==> config.mk <==
export PLATFORM = sky130hd
export DESIGN_NAME = flt_rst_gen
export DESIGN_NICKNAME = d
export VERILOG_FILES = /design/src/rtl/flt_rst_pkg.sv /design/src/rtl/flt_rst_sync_chain.sv /design/src/rtl/flt_rst_qualifier.sv /design/src/rtl/flt_rst_hold.sv /design/src/rtl/flt_rst_gen.sv
export SDC_FILE = /design/constraint.sdc
export NUM_CORES = 1
export LEC_CHECK = 0
export ABC_AREA = 0
export BUFFER_PORTS_ARGS = -buffer_cell sky130_fd_sc_hd__buf_2
export CAP_MARGIN = 40
export CORE_AREA = 5 5 42 44
export DETAILED_ROUTE_END_ITERATION = 8
export DIE_AREA = 0 0 47 49
export PLACE_DENSITY = 0.42
export REMOVE_ABC_BUFFERS = 1
export SKIP_LAST_GASP = 1
export SLEW_MARGIN = 20
export SYNTH_ARGS = -nofsm -noshare
export SYNTH_HDL_FRONTEND = slang
export SYNTH_SLANG_ARGS = --single-unit
==> constraint.sdc <==
create_clock -name clk_i -period 1.9 [get_ports clk_i]
set_input_delay 0.285 -clock clk_i [delete_from_list [all_inputs] [get_ports clk_i]]
set_output_delay 0.285 -clock clk_i [all_outputs]
set_load 0.01 [all_outputs]
==> src/rtl/flt_rst_pkg.sv <==
// Package: shared types and helpers for the filtered reset generator.
// Assumes: nothing beyond IEEE 1800-2017.
package flt_rst_pkg;

    // Selects how the qualification filter remembers past samples.
    typedef enum logic {
        FILT_RUN_COUNT = 1'b0,  // saturating count of consecutive active samples
        FILT_HISTORY   = 1'b1   // shift register holding the last samples
    } filt_kind_e;

    // Width needed to hold values 0..max_val, never below one bit.
    function automatic int unsigned cnt_width(input int unsigned max_val);
        int unsigned w;
        w = 1;
        while ((1 << w) <= max_val) begin
            w++;
        end
        return w;
    endfunction

endpackage

==> src/rtl/flt_rst_sync_chain.sv <==
// Module: flt_rst_sync_chain
// Carries the asynchronous pin level into the clk_i domain through STAGES
// flip-flops in series. On purpose these flops have no reset: after power-up
// they clear themselves within STAGES edges, and a reset on them would
// bring back the removal hazard they exist to avoid.
// Assumes: STAGES >= 2. The output is converted to active-high.
module flt_rst_sync_chain #(
    parameter int unsigned STAGES = 2
) (
    input  logic clk_i,
    input  logic pin_rst_n_i,
    output logic active_o
);

    localparam int unsigned LAST = STAGES - 1;

    logic [LAST:0] stage_q;

    // Shift the raw pin level through the synchronizer stages.
    always_ff @(posedge clk_i) begin
        stage_q <= {stage_q[LAST-1:0], pin_rst_n_i};
    end

    assign active_o = ~stage_q[LAST];

    initial begin
        assert (STAGES >= 2) else $error("sync chain needs at least two stages");
    end

endmodule

==> src/rtl/flt_rst_qualifier.sv <==
// Module: flt_rst_qualifier
// Raises qual_o only when the synchronized reset has been active on
// QUAL_CYCLES consecutive edges. It keeps qual_o high while the reset stays
// active and drops it on the first inactive sample. KIND selects either a
// saturating run counter or a shift register of past samples.
// Assumes: QUAL_CYCLES >= 1. locked_i low is a synchronous active-low reset.
module flt_rst_qualifier
    import flt_rst_pkg::*;
#(
    parameter int unsigned QUAL_CYCLES = 4,
    parameter filt_kind_e  KIND        = FILT_RUN_COUNT
) (
    input  logic clk_i,
    input  logic locked_i,
    input  logic active_i,
    output logic qual_o
);

    localparam int unsigned RUN_W = cnt_width(QUAL_CYCLES);
    localparam int unsigned CHK_W = cnt_width(QUAL_CYCLES);

    logic qual_q;

    generate
        if (KIND == FILT_RUN_COUNT) begin : g_count
            localparam logic [RUN_W-1:0] RUN_TOP = RUN_W'(QUAL_CYCLES - 1);
            logic [RUN_W-1:0] run_q;

            // Count consecutive active samples; qualify once the run is full.
            always_ff @(posedge clk_i) begin
                if (!locked_i) begin
                    run_q  <= '0;
                    qual_q <= 1'b0;
                end else if (active_i) begin
                    if (run_q != RUN_TOP) begin
                        run_q <= run_q + 1'b1;
                    end
                    qual_q <= (run_q == RUN_TOP);
                end else begin
                    run_q  <= '0;
                    qual_q <= 1'b0;
                end
            end
        end else if (QUAL_CYCLES == 1) begin : g_hist_one
            // With a one-cycle window the current sample decides alone.
            always_ff @(posedge clk_i) begin
                if (!locked_i) begin
                    qual_q <= 1'b0;
                end else begin
                    qual_q <= active_i;
                end
            end
        end else begin : g_hist
            localparam int unsigned HW = QUAL_CYCLES - 1;
            logic [HW-1:0] hist_q;

            // Keep the last HW samples; qualify when all of them and the current one are active.
            always_ff @(posedge clk_i) begin
                if (!locked_i) begin
                    hist_q <= '0;
                    qual_q <= 1'b0;
                end else begin
                    hist_q <= (hist_q << 1) | HW'(active_i);
                    qual_q <= active_i & (&hist_q);
                end
            end
        end
    endgenerate

    assign qual_o = qual_q;

    // Checker: an independent saturating run length of active samples.
    logic [CHK_W-1:0] chk_run_q;

    // Track the observed run of active samples for the assertions.
    always_ff @(posedge clk_i) begin
        if (!locked_i) begin
            chk_run_q <= '0;
        end else if (!active_i) begin
            chk_run_q <= '0;
        end else if (chk_run_q != CHK_W'(QUAL_CYCLES)) begin
            chk_run_q <= chk_run_q + 1'b1;
        end
    end

    assert_rise_after_full_run_R1: assert property (@(posedge clk_i) disable iff (!locked_i)
        $rose(qual_o) |-> (chk_run_q == CHK_W'(QUAL_CYCLES)));

    assert_hold_while_active_R5: assert property (@(posedge clk_i) disable iff (!locked_i)
        (qual_o && active_i) |=> qual_o);

    assert_drop_when_inactive_R6: assert property (@(posedge clk_i) disable iff (!locked_i)
        !active_i |=> !qual_o);

    initial begin
        assert (QUAL_CYCLES >= 1) else $error("qualification window must be at least one cycle");
    end

endmodule

==> src/rtl/flt_rst_hold.sv <==
// Module: flt_rst_hold
// Output register. It forces the reset high while the clock is not locked
// and otherwise follows the qualified request one edge later. Because of
// this register, the reset that leaves the block changes only on clock edges.
// Assumes: locked_i low is the synchronous active-low reset of this stage.
module flt_rst_hold (
    input  logic clk_i,
    input  logic locked_i,
    input  logic qual_i,
    output logic rst_o
);

    logic rst_q;

    // Register the outgoing reset; assert it while lock is missing.
    always_ff @(posedge clk_i) begin
        if (!locked_i) begin
            rst_q <= 1'b1;
        end else begin
            rst_q <= qual_i;
        end
    end

    assign rst_o = rst_q;

    assert_lock_forces_reset_R7: assert property (@(posedge clk_i) disable iff (!locked_i)
        $rose(locked_i) |-> rst_o);

    assert_release_after_lock_R8: assert property (@(posedge clk_i) disable iff (!locked_i)
        $rose(locked_i) |=> !rst_o);

    assert_follow_qual_R2: assert property (@(posedge clk_i) disable iff (!locked_i)
        (locked_i && $past(locked_i)) |-> (rst_o == $past(qual_i)));

endmodule

==> src/rtl/flt_rst_gen.sv <==
// Module: flt_rst_gen (top)
// Filtered synchronous reset generator for one clock domain. The path is:
// pin -> synchronizer chain -> qualification filter -> output register.
// Place one instance in every clock domain.
// Assumes: clk_locked_i is already synchronous to clk_i (tie it high when
// the domain has no PLL), SYNC_STAGES >= 2 and QUAL_CYCLES >= 1.
module flt_rst_gen
    import flt_rst_pkg::*;
#(
    parameter int unsigned SYNC_STAGES = 2,
    parameter int unsigned QUAL_CYCLES = 4,
    parameter filt_kind_e  FILT_KIND   = FILT_RUN_COUNT
) (
    input  logic clk_i,
    input  logic clk_locked_i,
    input  logic pin_rst_n_i,
    output logic rst_o
);

    logic sync_active;
    logic qual;

    flt_rst_sync_chain #(
        .STAGES (SYNC_STAGES)
    ) sync_i (
        .clk_i       (clk_i),
        .pin_rst_n_i (pin_rst_n_i),
        .active_o    (sync_active)
    );

    flt_rst_qualifier #(
        .QUAL_CYCLES (QUAL_CYCLES),
        .KIND        (FILT_KIND)
    ) qual_i (
        .clk_i    (clk_i),
        .locked_i (clk_locked_i),
        .active_i (sync_active),
        .qual_o   (qual)
    );

    flt_rst_hold hold_i (
        .clk_i    (clk_i),
        .locked_i (clk_locked_i),
        .qual_i   (qual),
        .rst_o    (rst_o)
    );

endmodule

# Word-level counts from Yosys, hierarchy flattened
# Index checks and enable logic that the tools add are counted.
dict set report totals {
  word_cells 9
  out_inout_bits 1
  register_bits 7
  in_bits 3
}
dict set report op_classes {
  bitwise_logic 1
  add_sub_neg 1
  reduce_logical 1
  eq_ne 2
}
# operator count
set op_table {}
lappend op_table {{$add 3x1->3 const B} 1}
lappend op_table {{$eq 3x2->1 const B} 1}
lappend op_table {{$ne 3x2->1 const B} 1}
lappend op_table {{$reduce_or 2->1} 1}
lappend op_table {{$not 1->1} 1}

# Longest topological paths before layout
# Gate-level depths: netlist of the first run.
dict set report logic_depth {
  ltp_word 2
  ltp_mapped 4
  depth_no_buf 4
}

# Cells and area by module
# A second synthesis of the first run with hierarchy kept.
dict set report unflattened {
  hier_cells 21
  hier_area_um2 241.5
}
# module instances cells_per_inst area_each_um2
set by_module_without_submodules {}
lappend by_module_without_submodules {flt_rst_qualifier 1 16 171.4}
lappend by_module_without_submodules {flt_rst_sync_chain 1 3 43.8}
lappend by_module_without_submodules {flt_rst_hold 1 2 26.3}

# Worst setup path after synthesis of the first run
# No wires, ideal clock.
dict set report synth_timing {
  path_type {reg2reg}
  from {reg qual_i.g_count.run_q[0]}
  to {reg qual_i.g_count.run_q[2]}
  path_slack_ps 814
  synth_period_minus_slack_ps 1086
  arrival_ps 1007
  stages_incl_launch_ff 5
  path_cell_list {dfxtp_1 ha_1 ha_1 nor2b_1 a211oi_2}
}
dict set report synth_between {
  elab_chain_len 1
  elab_cells_between_ends 2
  classes_between {add/sub (1); eq/ne (1)}
}
# element line_no
set synth_lines {}
lappend synth_lines {{from (decl)} flt_rst_qualifier.sv:27} ;# logic [RUN_W-1:0] run_q;
lappend synth_lines {{from (signal assigned)} flt_rst_qualifier.sv:36} ;# run_q <= run_q + 1'b1;
lappend synth_lines {{$add 3x1->3 / $ne 3x2->1 (equally long branches)} {flt_rst_qualifier.sv:36, flt_rst_qualifier.sv:35}}
# Parallel ways exist; a longest one is shown, timed or not.
# A chain may end at the register's enable or synchronous reset.

# Final worst setup path of the first run
dict set report layout_timing {
  from {reg qual_i.g_count.run_q[0]}
  to {reg qual_i.g_count.run_q[1]}
}
# Same word-level chain as after synthesis.

==> results of run 1 <==
-- stage by stage --
stage	area, um2	hold WS [ns]	utilization
final	310	0.134	0.221
after global routing	310	0.116	0.221
after CTS	310	0.122	0.221
after detailed placement	284	0.312	0.203
after global placement	284	0.315	0.203
after floorplan	249	0.310	-
-- cells in the final DEF (no fill, tap or decap) --
| cell | instances |
|---|---|
| nor2_1 | 3 |
| or2b_1 | 2 |
| clkbuf_4 | 3 |
| ha_1 | 3 |
| buf_2 | 3 |
| nor2b_1 | 1 |
| mux2i_1 | 1 |
| clkbuf_1 | 1 |
| xor2_1 | 1 |
| dfxtp_1 | 7 |
| inv_1 | 2 |
| a211oi_2 | 1 |
-- worst max-delay path, stage by stage (launching register included) --
cell and delay (ns):
dfxtp_1 0.34, ha_1 0.19, ha_1 0.27, mux2i_1 0.21
nor2_1 0.05
-- per-layer routing --
| layer | up-vias | wire length, um | track usage |
|---|---|---|---|
| met5 | - | 0 | 0 |
| met1 | 74 | 129 | 0.0397 |
| met4 | 0 | 10 | 0.0553 |
| met3 | 2 | 29 | 0.0554 |
| met2 | 6 | 154 | 0.0520 |
| li1 | 79 | - | - |
-- state kept, by name (all words and copies together), names as in the netlist --
signal	cells
qual_i.g_count.run_q	3
sync_i.stage_q	2
hold_i.rst_o	1
qual_i.qual_o	1
-- report_power, final --
part / total, mW / switching, mW / internal, mW
Sequential: 0.155 / 0.00184 / 0.153
Clock: 0.136 / 0.0562 / 0.0802
Combinational: 0.0127 / 0.00596 / 0.00678
-- final timing paths --
path / depth (start not counted) / end / slack (ns) / start
worst min-delay path: 1 / sync_i.stage_q[0] / 0.13 / pin_rst_n_i
worst max register to register: 4 / qual_i.g_count.run_q[1] / 0.73 / qual_i.g_count.run_q[0]
worst max-delay path: 4 / qual_i.g_count.run_q[1] / 0.73 / qual_i.g_count.run_q[0]
worst min register to register: 0 / sync_i.stage_q[1] / 0.32 / sync_i.stage_q[0]
-- area by class of cell --
class / count / area [um2] / area share
Sequential cell: 7 / 140 / 0.452
Tap cell: 16 / 20.0 / 0.0645
Clock buffer: 4 / 26.3 / 0.0847
Multi-Input combinational cell: 12 / 101 / 0.327
Inverter: 2 / 7.51 / 0.0242
Timing Repair Buffer: 3 / 15.0 / 0.0484
-- logic make-up after synthesis --
| logic type | Yosys count |
|---|---|
| simple gates | 6 |
| compound gates | 1 |
| xor+xnor | 1 |
| mux | 1 |
| buf+inv | 2 |
| flops | 7 |
| fa+ha+maj | 3 |
==> results.md, run 1 <==
- Status: complete, no violations
- Post-synthesis cell count: 21
- Post-synthesis sequential area ratio: 0.563
- Hold buffers post-CTS: 0
- Die Height: 49 um
- Placer Congestion: 0.669
- Hold/Removal Path Class: in -> reg
- Worst slew margin: 0.862
- Critical path endpoint category: flip-flop
- # DRC: 0
- Total gr overflow: 0
- # fillers: 170
- Mux contribution to synthesized area: 0.0402
- Synth top area share: 0.563
- First-pass GRT wire length: around 660 um
- Initial Utilization: 0.178
- Post-route ant nets: 0
- Startpoint Class: flip-flop
- #FFs+latches synth: 7
- Final Hold Fails: 0
- CTS tree: done
- CTS sink count: 7
- Router iterations before antenna repair: 4
- Share of cells above drive strength 1: 0.250
- Routed vias: about 160
- Synth Warn #: 0
- Min Clock Period, post-route: 1.17 ns
- Pre-CTS setup slack: 0.738 ns
- Top FF cell, synth: dfxtp_1
- Count of nets after finishing: 35
- Setup WS post-layout: roughly 0.73 ns
- Per-cell routed wire length: between 7 and 8 um
- Syn-to-layout area delta: 24.6%
- Largest net degree at the start of global routing: 5
- Post-CTS Resized: 0
- Ant diodes: 0
- Cts bufs inserted: 3
- Synth area leaders: dfxtp_1 56%, ha_1 15%, or2b_1 6.0%, a211oi_2 5.0%, nor2_1 4.5%
- Max Fclk: 0.856 GHz
- Top post-synthesis cells by count: 7 x dfxtp_1, 3 x ha_1, 3 x nor2_1
- Via density: 3.66
- Initial antenna violation count: 0
- Max-cap check violation count: 0
- Peak supply drop: 0.279 mV
- Most instantiated library cell after synthesis: dfxtp_1
- Tcrit/Tclk final: 0.615
- Vias in the first global route: 161
- Mean Syn Cell Area: 11.9 um2
- Post-Synth Adder-Cell Area: 0.151
- WS Path Type: reg -> reg
- Pwr Total: 0.304 mW
- Core area: roughly 0.0014 mm2
- Post-synth top area cell: dfxtp_1
- Port Buf Inserts: 3
- Die width: between 40 and 50 um
- Worst-Margin Slew: roughly 0.21 ns
- DP HPWL: 234 um
- H-tree depth: 1
- Largest family of logic cells by synthesized area: adder cells
- Ys async rst share: 0
- CTS root buffer: clkbuf_4
- Clk buf depth: 2
- Post-synth EDFFs: 0
- Final Setup Violations: 0
- Setup TNS: 0 ns
- Mapped cell area: 249 um2
- Required time worst endpoint: 2.04 ns
- Clock Skew: 0.00464 ns
- Dpl cells: 40
- Row cnt: 14
- Power per cell area: 979 mW/mm2
- RSZ-0062 raised after global routing: false
- IO Pins: 4
- Tot GR Track Use: 0.0480
- Post-Synth XOR/XNOR Area: 0.0352
- Initial DRC Count: 2
- Post CTS Setup Buffer Count: 0
- Final count of pins violating max slew: 0
- Skew-Pair Late Insertion Delay: 0.25 ns
- Non-filler cells, final: 44
- Die area: between 0.002 and 0.0025 mm2
- Routed WL: between 300 and 400 um
- Synth Area in Compound Gates: 0.0503
- Max FO, Critical Path: 4
- Clk slew on worst S/H paths: 0.05 ns
- Synth cell types: 9
- WP data arrival: 1.31 ns
- P_leak: ~0.13 nW
- Simple-gate share of the synthesized area: 0.131
Note: power is estimated with default switching activity, not from simulation.
==> run 2, diff against run 1 <==
==> constraint.sdc (replaced) <==
create_clock -name clk_i -period 1.1 [get_ports clk_i]
set_input_delay 0.165 -clock clk_i [delete_from_list [all_inputs] [get_ports clk_i]]
set_output_delay 0.165 -clock clk_i [all_outputs]
set_load 0.01 [all_outputs]
==> results.md, run 2 (synthesized netlist as in run 1, its figures left out) <==
- Cts bufs inserted: 3
- FF+latch area: 143 um2
- Largest net degree at the start of global routing: 5
- Router iterations before antenna repair: 1
- Largest stage delay, worst path: 0.35 ns
- CP top delay family: flip-flops
- Most common cell after layout, fill and taps aside: dfxtp_1
- Crit path top cell by count: ha_4
- First-pass GRT wire length: 655 um
- CP endpoint: qual_i.g_count.run_q[1]
- Ant diodes: 0
- Dpl cells: 41
- Routed WL: 375 um
- Row cnt: 14
- Pwr Total: 0.527 mW
- Crit Reg-Reg Startpoint: qual_i.g_count.run_q[1]
- Syn-to-layout area delta: 39.7%
- Die width: around 47 um
- Setup TNS: 0 ns
- Final Setup Violations: 0
- Multi-input logic area: 129 um2
- Max FO, Critical Path: 4
- Critical-path cell list: ha_4 -> ha_4 -> mux2i_1 -> nor2_1
- Worst slew margin: 0.897
- # DRC: 0
- Pre-CTS setup slack: -0.0589 ns
- Max-cap check violation count: 0
- Initial Utilization: 0.178
- Port Buf Inserts: 3
- Via density: 3.40
- Core area: 0.00140 mm2
- Clk buf depth: 2
- Largest registers: qual_i.g_count.run_q: 3 flops, sync_i.stage_q: 2 flops
- Core Util, Final: 0.248
- RR Endpoint: qual_i.g_count.run_q[1]
- Die area: 0.00230 mm2
- Status: complete, no violations
- Max FFs per register: 3
- Initial antenna violation count: 0
- Placer Congestion: 0.671
- P_leak: 0.141 nW
- Required time worst endpoint: approximately 1.2 ns
- Max Fclk: 0.963 GHz
- RSZ-0062 raised after global routing: true
- Final Hold Fails: 0
- Peak supply drop: 0.639 mV
- CP startpoint: qual_i.g_count.run_q[1]
- Slack of the worst reg-to-reg path: 0.06 ns
- Post-route ant nets: 0
- Worst-Margin Slew: 0.150 ns
- WP data arrival: around 1.2 ns
- # fillers: 160
- Buffers & Inverters on Critical Path: 0
- Power per cell area: 1510 mW/mm2
- Reg2Reg Depth: 4
- Vias in the first global route: roughly 170
- Hold Path Stages: 1
- Tcrit/Tclk final: 0.944
- CTS sink count: 7
- Tot GR Track Use: 0.0437
- Non-filler cells, final: 45
- Most frequent cells in the layout: 5 x dfxtp_1, 3 x nor2_1, 3 x clkbuf_4, 3 x buf_2
- Startpoint Class: flip-flop
- DP HPWL: 257 um
- CTS tree: done
- Max stage delay cell, worst path: dfxtp_2
- H-tree depth: 1
- Setup WS post-layout: 0.0612 ns
- Die Height: just under 50 um
- Total gr overflow: 0
- CTS root buffer: clkbuf_4
- Final count of pins violating max slew: 0
- WS Path Type: reg -> reg
- Share of cells above drive strength 1: 0.448
- Routed vias: 153
- Top reg by flops: qual_i.g_count.run_q
- Min Clock Period, post-route: 1.04 ns
- Initial DRC Count: 0
- Clk slew on worst S/H paths: 0.05 ns
- Critical path endpoint category: flip-flop
- Clock Skew: between 0.002 and 0.0025 ns
- Worst path depth: 4
- IO Pins: 4
- Count of nets after finishing: 36
- Per-cell routed wire length: 8.33 um
- Hold/Removal Path Class: in -> reg
- Skew-Pair Late Insertion Delay: 0.25 ns
run 2: cell types whose count changed in the layout (fill, tap and decap cells not counted):
cell / change
nor2b_2: +1
ha_1: -2
nor2b_1: -1
dfxtp_2: +2
ha_4: +2
dfxtp_1: -2
buf_4: +1
run 2: routing by layer:
layer	global-route usage	share of wire
met3	0.0332	0.045
met1	0.0419	0.40
met5	0	0
met2	0.0566	0.56
met4	0.0415	0
run 2: repair_timing:
action                     CTS  global route
setup endpoints to repair    3             3
resized for setup            4             3
pin swaps                    0             1
hold buffers                 0             0
hold endpoints to repair     0             0
setup buffers                0             0
run 2: final cells by class:
cell class                      instances  share of cell area
Tap cell                               16              0.0576
Clock buffer                            4              0.0755
Inverter                                2              0.0216
Multi-Input combinational cell         12               0.371
Sequential cell                         7               0.410
Timing Repair Buffer                    4              0.0647
run 2: how the worst min path moves through the flow:
stage                      startpoint                end
after floorplan           pin_rst_n_i  sync_i.stage_q[0]
after global placement    pin_rst_n_i  sync_i.stage_q[0]
after detailed placement  pin_rst_n_i  sync_i.stage_q[0]
after CTS                 pin_rst_n_i  sync_i.stage_q[0]
after global routing      pin_rst_n_i  sync_i.stage_q[0]
final                     pin_rst_n_i  sync_i.stage_q[0]
run 2: power breakdown:
part / switching, mW / internal [mW] / total (mW)
clock: 0.0893 / 0.138 / 0.227
sequential: 0.00475 / 0.265 / 0.270
combinational: 0.0128 / 0.0169 / 0.0297
run 2: metrics by stage:
step / hold slack, ns / cell area [um2]
5_1_grt: 0.00294 / 348
4_1_cts: 0.0103 / 335
2_1_floorplan: 0.193 / 249
3_3_place_gp: 0.269 / 292
3_5_place_dp: 0.269 / 292
6_report: 0.0191 / 348
